--- config.mk ---
export PLATFORM = sky130hd
export DESIGN_NAME = chirp_nco
export DESIGN_NICKNAME = d
export VERILOG_FILES = /design/src/rtl/chirp_pkg.sv /design/src/rtl/chirp_step.sv /design/src/rtl/chirp_phase_acc.sv /design/src/rtl/chirp_nco.sv
export SDC_FILE = /design/constraint.sdc
export NUM_CORES = 1
export LEC_CHECK = 0
export ABC_AREA = 0
export BUFFER_PORTS_ARGS = -buffer_cell sky130_fd_sc_hd__buf_4
export CAP_MARGIN = 15
export CORE_MARGIN = 2
export CORE_UTILIZATION = 59
export DETAILED_ROUTE_END_ITERATION = 10
export MAX_ROUTING_LAYER = met4
export PLACE_DENSITY = 0.83
export SYNTH_ARGS = -nofsm -noshare
export SYNTH_HDL_FRONTEND = slang
export SYNTH_SLANG_ARGS = --single-unit
--- constraint.sdc ---
create_clock -name clk -period 6.5 [get_ports clk]
set_input_delay 0.65 -clock clk [delete_from_list [all_inputs] [get_ports clk]]
set_output_delay 0.65 -clock clk [all_outputs]
set_load 0.03 [all_outputs]
--- src/rtl/chirp_pkg.sv ---
package chirp_pkg;
    typedef enum logic [1:0] {
        MODE_FIXED  = 2'd0,
        MODE_UP     = 2'd1,
        MODE_DOWN   = 2'd2,
        MODE_UPDOWN = 2'd3
    } chirp_mode_e;
endpackage

--- src/rtl/chirp_step.sv ---
// Proposes the next step value: low DELTA_W bits moved by delta, upper bits kept.
// Flags when the move leaves the low field or crosses the bound.
module chirp_step #(
    parameter int PHASE_W  = 32,
    parameter int DELTA_W  = 24,
    parameter bit SUBTRACT = 1'b0
) (
    input  logic [PHASE_W-1:0] inc_i,
    input  logic [DELTA_W-1:0] delta_i,
    input  logic [PHASE_W-1:0] limit_i,
    output logic [PHASE_W-1:0] cand_o,
    output logic               beyond_o
);
    logic [DELTA_W:0] low_ext;

    generate
        if (SUBTRACT) begin : g_sub
            assign low_ext  = {1'b0, inc_i[DELTA_W-1:0]} - {1'b0, delta_i};
        end else begin : g_add
            assign low_ext  = {1'b0, inc_i[DELTA_W-1:0]} + {1'b0, delta_i};
        end

        if (DELTA_W < PHASE_W) begin : g_split
            assign cand_o = {inc_i[PHASE_W-1:DELTA_W], low_ext[DELTA_W-1:0]};
        end else begin : g_full
            assign cand_o = low_ext[DELTA_W-1:0];
        end

        if (SUBTRACT) begin : g_lo_bound
            assign beyond_o = low_ext[DELTA_W] || (cand_o < limit_i);
        end else begin : g_hi_bound
            assign beyond_o = low_ext[DELTA_W] || (cand_o > limit_i);
        end
    endgenerate
endmodule

--- src/rtl/chirp_phase_acc.sv ---
// Modulo 2^PHASE_W phase adder; carry out is discarded on purpose.
module chirp_phase_acc #(
    parameter int PHASE_W = 32
) (
    input  logic [PHASE_W-1:0] acc_i,
    input  logic [PHASE_W-1:0] inc_i,
    output logic [PHASE_W-1:0] sum_o
);
    assign sum_o = acc_i + inc_i;
endmodule

--- src/rtl/chirp_nco.sv ---
module chirp_nco #(
    parameter int PHASE_W = 32,
    parameter int DELTA_W = 24
) (
    input  logic               clk,
    input  logic               rst_n,
    input  logic               load_i,
    input  logic [1:0]         mode_i,
    input  logic [PHASE_W-1:0] offset_i,
    input  logic [PHASE_W-1:0] inc_min_i,
    input  logic [PHASE_W-1:0] inc_max_i,
    input  logic [DELTA_W-1:0] delta_i,
    output logic [PHASE_W-1:0] phase_o,
    output logic               restart_o
);
    import chirp_pkg::*;

    typedef struct packed {
        logic [PHASE_W-1:0] acc;
        logic [PHASE_W-1:0] inc;
        chirp_mode_e        mode;
        logic               dir_up;
        logic               restart;
    } state_t;

    state_t state_d, state_q;

    logic [PHASE_W-1:0] acc_next;
    logic [PHASE_W-1:0] up_cand, dn_cand;
    logic               up_beyond, dn_beyond;
    chirp_mode_e        mode_in;

    assign mode_in = chirp_mode_e'(mode_i);

    chirp_phase_acc #(.PHASE_W(PHASE_W)) u_acc (
        .acc_i (state_q.acc),
        .inc_i (state_q.inc),
        .sum_o (acc_next)
    );

    chirp_step #(.PHASE_W(PHASE_W), .DELTA_W(DELTA_W), .SUBTRACT(1'b0)) u_rise (
        .inc_i    (state_q.inc),
        .delta_i  (delta_i),
        .limit_i  (inc_max_i),
        .cand_o   (up_cand),
        .beyond_o (up_beyond)
    );

    chirp_step #(.PHASE_W(PHASE_W), .DELTA_W(DELTA_W), .SUBTRACT(1'b1)) u_fall (
        .inc_i    (state_q.inc),
        .delta_i  (delta_i),
        .limit_i  (inc_min_i),
        .cand_o   (dn_cand),
        .beyond_o (dn_beyond)
    );

    always_comb begin
        state_d         = state_q;
        state_d.restart = 1'b0;
        state_d.acc     = acc_next;
        if (load_i) begin
            state_d.acc     = offset_i;
            state_d.mode    = mode_in;
            state_d.inc     = (mode_in == MODE_DOWN) ? inc_max_i : inc_min_i;
            state_d.dir_up  = 1'b1;
            state_d.restart = 1'b1;
        end else begin
            unique case (state_q.mode)
                MODE_UP: begin
                    if (up_beyond) begin
                        state_d.inc     = inc_min_i;
                        state_d.restart = 1'b1;
                    end else begin
                        state_d.inc = up_cand;
                    end
                end
                MODE_DOWN: begin
                    if (dn_beyond) begin
                        state_d.inc     = inc_max_i;
                        state_d.restart = 1'b1;
                    end else begin
                        state_d.inc = dn_cand;
                    end
                end
                MODE_UPDOWN: begin
                    if (state_q.dir_up) begin
                        if (up_beyond) begin
                            state_d.dir_up = 1'b0;
                        end else begin
                            state_d.inc = up_cand;
                        end
                    end else if (dn_beyond) begin
                        state_d.inc     = inc_min_i;
                        state_d.dir_up  = 1'b1;
                        state_d.restart = 1'b1;
                    end else begin
                        state_d.inc = dn_cand;
                    end
                end
                default: begin
                end
            endcase
        end
    end

    always_ff @(posedge clk or negedge rst_n) begin
        if (!rst_n) begin
            state_q.acc     <= '0;
            state_q.inc     <= '0;
            state_q.mode    <= MODE_FIXED;
            state_q.dir_up  <= 1'b1;
            state_q.restart <= 1'b0;
        end else begin
            state_q <= state_d;
        end
    end

    assign phase_o   = state_q.acc;
    assign restart_o = state_q.restart;
endmodule

==> run_results.csv, run 1 <==
group,metric,value,unit
sta,hold_viol,0,
critical_path,worst-endpoint-arrival,6230,ps
clocking,cts_buffer_depth,2,
global_route,grt_pass1_wl,46.9,mm
placement,dpl-instance-area,10600,um^2
synthesis,synth_seq_area_share,17.9,%
sta,slew_headroom,21.2,%
critical_path,crit_chain,"inv_1 > fa_1 > nor2_1 > o311ai_1 > a21oi_1 > a211oi_2 > o21ai_1 > a21oi_1 > o21ai_0 > xnor2_1 > ha_1 > nand4_1 > nor3_1 > nand2_1 > or3_1 > a21oi_1 > a21o_1 > a21oi_2 > or2_0 > a221o_1 > o221a_2",
sta,fin_crit_sh,92.3,%
critical_path,path_max_fanout,14,
clocking,htreeDepth,3,
sta,maxSlewViolCount,0,
synthesis,yosysTopAreaCell,"ha_1",
synthesis,synth_commonest_cells,"ha_1 (142), a21oi_1 (138), inv_1 (128)",
sta,tns,0,ps
power,p_switching,3.10,mW
synthesis,synth.area.top_cells,"ha_1 (19%), dfrtp_1 (18%), a21oi_1 (7.3%)",
die,die_width,131,um
synthesis,synthesis.nets,1536,
die,die-area,17100,um^2
synthesis,syn-cell-area,9500,um^2
critical_path,crit_buf_inv,1,
cells_and_area,final_util,69.0,%
synthesis,ys_ff_latch,68,
sta,worst_slew_pin_slew,1180,ps
clocking,cts.clk_slew.worst_paths,60,ps
synthesis,synth_top_area_share,18.7,%
routing,first_pass_iters,6,
clocking,cts_resized,0,
cells_and_area,antenna_cells,0,
synthesis,syn_area_per_cell,7.50,um^2
clocking,postCtsHoldBufs,0,
routing,drt-total-wl,30.0,mm
global_route,antenna_found_initial,0,
clocking,numClockSinks,68,
power,comb_power_share,76.6,%
power,p_leak,5.34,nW
clocking,cts_buffers,9,
routing,first_iter_violations,1313,
critical_path,worstSetupStartpointType,"flop",
routing,vias,9878,
cells_and_area,area.growth.synth_to_final,15.0,%
sta,rsz0062_at_grt,"no",
die,io_pins,158,
global_route,grt_remaining_overflow,0,
synthesis,synth_cell_type_count,78,
global_route,grt_max_degree,84,
power,clkPwrFrac,9.4,%
critical_path,critPathSlowestCell,"or2_0",
power,ir_drop,334,uV
critical_path,cpMostUsedCell,"a21oi_1",
sta,final-setup-viol-count,0,
die,die_y,131,um
critical_path,cp-end-kind,"flop",
critical_path,required,6740,ps
clocking,root_buffer,"clkbuf_16",
global_route,grtUsageTotal,36.3,%
synthesis,synth_edf_count,0,
routing,drc,0,
power,p_seq_share,14.1,%
critical_path,critPathKind,"reg -> reg",
die,core-area,15800,um^2
sta,period_needed,6000,ps
synthesis,ys_async_sr_fraction,100,%
sta,finClkSkew,9.50,ps
critical_path,cpPeakStageDelay,650,ps
clocking,cts_tree,"built",
die,initial_core_util,60.0,%
cells_and_area,design_area,10900,um^2
die,rows,46,
clocking,insertion_delay,350,ps
clocking,cts_setup_buffers,0,
sta,fin_ws,503,ps
min_path,min_path_type,"in -> async",
power,internal_power,2.79,mW
placement,dp_slack,483,ps
critical_path,crit_family,"compound AO/OA/AOI/OAI gates",
routing,routed_via_density,6.23,
run,max-cap-violations,0,
critical_path,r2r_cells,21,
placement,hpwl,23.4,mm
synthesis,synth_flop_cell,"dfrtp_1",
routing,wl_per_cell,18.9,um
cells_and_area,drive_gt1_share,15.7,%
sta,fmax,167,MHz
global_route,grt_pass1_vias,9139,
synthesis,ys_warn_count,0,
routing,antenna_left,0,
critical_path,reg2reg_to,"state_q[24]",
placement,port_buffers,157,
outcome,status,"complete, no violations",
critical_path,rrSetupSlack,500,ps
power,power_density,539,nW/um^2
power,netSwitchingFraction,52.7,%
critical_path,r2r_start,"state_q[5]",
synthesis,synth_most_common_cell,"ha_1",
synthesis,postSynthCellCount,1266,
cells_and_area,finalNetCount,1634,
placement,place.gp.congestion,0.992,
[per-layer routing]
layer,track usage (%),share of wire [%]
met1,47.4,42
met3,5.90,9.3
met5,-,0
met4,13.2,3.1
met2,56.9,46
[area by class of cell]
cell class | instances | area (um^2)
tap | 216 | 270
fill | 1349 | 4910
clock buffer | 11 | 243
timing repair buffer | 172 | 1300
sequential | 68 | 1700
inverter | 128 | 480
clock inverter | 5 | 75.1
multi-input combinational | 985 | 6840
[how the worst max path moves through the flow]
stage                   to        from  cells after the start
6_report       state_q[24]  state_q[5]                     21
4_1_cts        state_q[18]  state_q[5]                     21
2_1_floorplan   state_q[6]  delta_i[1]                     23
3_5_place_dp   state_q[18]  delta_i[0]                     23
5_1_grt        state_q[24]  state_q[5]                     21
3_3_place_gp   state_q[18]  delta_i[0]                     23
[registers in the layout, summed over array words and instances, names as in the netlist]
name,flops
phase_o,32
state_q,35
restart_o,1
[metrics by stage]
| step | power [mW] | std cells | hold WS, ps |
|---|---|---|---|
| floorplan | 4.18 | 1266 | 354 |
| global placement | 5.17 | 1569 | 553 |
| detailed placement | 5.23 | 1569 | 567 |
| CTS | 5.82 | 1585 | 493 |
| global route | 6.41 | 1585 | 519 |
| finish | 5.89 | 1585 | 448 |
[power groups by stage]
| stage | Sequential [mW] | Combinational, mW | Clock (mW) |
|---|---|---|---|
| 6_report | 0.827 | 4.51 | 0.551 |
| 5_1_grt | 0.851 | 4.99 | 0.567 |
| 4_1_cts | 0.826 | 4.43 | 0.555 |
| 3_5_place_dp | 0.833 | 4.40 | 0 |
| 3_3_place_gp | 0.827 | 4.35 | 0 |
| 2_1_floorplan | 0.747 | 3.43 | 0 |
[cells in the final DEF (no fill, tap or decap), drive strengths merged, types with 35 or more instances in the layout]
| cell | Yosys | layout |
|---|---|---|
| a21oi | 139 | 139 |
| ha | 142 | 142 |
| xnor2 | 47 | 47 |
| dfrtp | 67 | 67 |
| a21o | 35 | 35 |
| nand2 | 127 | 127 |
| inv | 128 | 128 |
| o21ai | 97 | 97 |
| buf | 51 | 172 |
| nor2 | 82 | 82 |
[kinds of logic (layout without fill, tap and decap cells)]
family | count (synthesis) | count (layout) | share of synthesized area (%)
xor+xnor | 69 | 69 | 6.36
flops | 68 | 68 | 17.9
compound gates | 437 | 437 | 29.5
simple gates | 323 | 323 | 15.6
fa+ha+maj | 145 | 145 | 19.3
mux | 11 | 11 | 1.27
buf+inv | 213 | 316 | 10.1
[worst register-to-register path: cells and delay by family (launching register included)]
family                   cells  cell delay, ps
adder cells (fa/ha/maj)      2             800
XOR/XNOR                     1             120
AO/OA/AOI/OAI               11            2590
buffers and inverters        1             210
flip-flops                   1             490
AND/OR/NAND/NOR              6            1670
No activity file was read; power rests on OpenSTA's default activity.
==> inputs of run 2 (changes only) <==
RECOVER_POWER = 100   (was unset)
TNS_END_PERCENT = 10   (was unset)
==> run_results.csv, run 2 (same netlist as run 1, synthesis figures left out) <==
group,metric,value,unit
critical_path,critPathSlowestCell,"or2_0",
global_route,antenna_found_initial,0,
global_route,grtUsageTotal,36.3,%
routing,drt-total-wl,30.0,mm
cells_and_area,drive_gt1_share,12.8,%
placement,dp_slack,483,ps
die,initial_core_util,60.0,%
sta,fmax,164,MHz
clocking,insertion_delay,350,ps
routing,first_iter_violations,1224,
sta,period_needed,6100,ps
cells_and_area,design_area,10800,um^2
critical_path,worst-endpoint-arrival,6330,ps
sta,finClkSkew,9.43,ps
routing,drc,0,
clocking,cts_buffers,9,
clocking,cts_setup_buffers,0,
routing,vias,9895,
cells_and_area,largest_reg_flops,35,
sta,maxSlewViolCount,182,
cells_and_area,n_fill_cell,1406,
cells_and_area,final_cell_mix,"ha_1 (142), a21oi_1 (138), buf_4 (132)",
critical_path,cpMostUsedCell,"a21oi_1",
outcome,failed_checks,"capacitance limit, slew limit",
global_route,grt_pass1_wl,46.9,mm
global_route,grt_max_degree,84,
clocking,htreeDepth,3,
clocking,cts_resized,0,
power,ir_drop,333,uV
critical_path,required,6730,ps
min_path,min_path_type,"in -> reg",
clocking,numClockSinks,68,
die,die-area,17100,um^2
critical_path,cpPeakStageDelay,670,ps
placement,hpwl,23.4,mm
sta,hold_ws,504,ps
sta,fin_crit_sh,93.8,%
placement,dpl-instance-area,10600,um^2
routing,routed_via_density,6.24,
cells_and_area,regMostFlops,"state_q",
cells_and_area,finalNetCount,1634,
global_route,grt_remaining_overflow,0,
placement,place.gp.congestion,0.992,
critical_path,crit_chain,"ha_1 > nor2_1 > o311ai_0 > a21oi_1 > a211oi_2 > o21ai_1 > a21oi_1 > o21ai_0 > xnor2_1 > ha_1 > nand4_1 > nor3_1 > nand2_1 > or3_1 > a21oi_1 > a21o_1 > a21oi_2 > or2_0 > a221o_1 > o221a_2",
clocking,root_buffer,"clkbuf_16",
sta,slew_headroom,-172,%
clocking,cts_tree,"built",
sta,rsz0062_at_grt,"no",
die,die_width,131,um
placement,port_buffers,157,
critical_path,worstSetupStartpointType,"flop",
routing,first_pass_iters,6,
die,core-area,15800,um^2
clocking,cts_buffer_depth,2,
sta,tns,0,ps
critical_path,critPathKind,"reg -> reg",
cells_and_area,seqCellArea,1700,um^2
routing,wl_per_cell,19.0,um
die,rows,46,
cells_and_area,antenna_cells,0,
critical_path,cp-end-kind,"flop",
power,power_density,539,nW/um^2
run,max-cap-violations,3,
die,io_pins,158,
placement,place_inst,1569,
sta,worst_slew_pin_slew,4090,ps
clocking,cts.clk_slew.worst_paths,60,ps
sta,final-setup-viol-count,0,
outcome,status,"finished, violations left",
cells_and_area,final_util,68.0,%
clocking,postCtsHoldBufs,0,
global_route,grt_pass1_vias,9139,
cells_and_area,multi_input_area,6840,um^2
power,p_leak,5.19,nW
cells_and_area,layout_commonest_cell,"ha_1",
routing,antenna_left,0,
cells_and_area,area.growth.synth_to_final,13.4,%
sta,hold_viol,0,
cells_and_area,final-instance-count-excl-fill,1585,
die,die_y,131,um
critical_path,path_max_fanout,14,
sta,fin_ws,404,ps
power,finalPower,5.80,mW
run 2: cell count changes in the layout (fill, tap and decap cells not counted), sizes merged:
cell / change
buf: -39
clkbuf: +39
run 2: area by class of cell:
type / instances / area share, %
Clock buffer: 11 / 2.25
Clock inverter: 5 / 0.697
Inverter: 128 / 4.46
Multi-Input combinational cell: 985 / 63.5
Sequential cell: 68 / 15.8
Tap cell: 216 / 2.51
Timing Repair Buffer: 172 / 10.7
run 2: critical path: cells and delay by family, from the launching register on:
kind | cells | cell delay, ps
adders and majority gates | 2 | 820
xor gates and xnor gates | 1 | 180
and+or+nand+nor | 6 | 1590
DFF | 1 | 470
AOI/OAI and AO/OA | 11 | 2920
run 2: final timing paths:
kind,startpoint,to,cells past startpoint,slack [ps]
max,state_q[6],state_q[24],20,400
min,offset_i[24],phase_o[24],3,500
max reg2reg,state_q[6],state_q[24],20,400
min reg2reg,state_q[12],state_q[12],2,570
max in group asynchronous,rst_n,phase_o[2],1,2470
min in group asynchronous,rst_n,phase_o[25],1,1720
run 2: where the power goes:
group          switching (mW)  internal, mW  leakage (nW)
logic                    2.69          1.73          4.24
clock network           0.205         0.345         0.159
registers               0.207         0.619         0.796
run 2: per-layer routing:
layer	track usage, %	part of all wire (%)	vias to the layer above
met5	-	0	-
met3	5.90	9.1	81
met2	56.9	45	535
met4	13.2	3.3	0
li1	-	-	4719
met1	47.4	42	4560
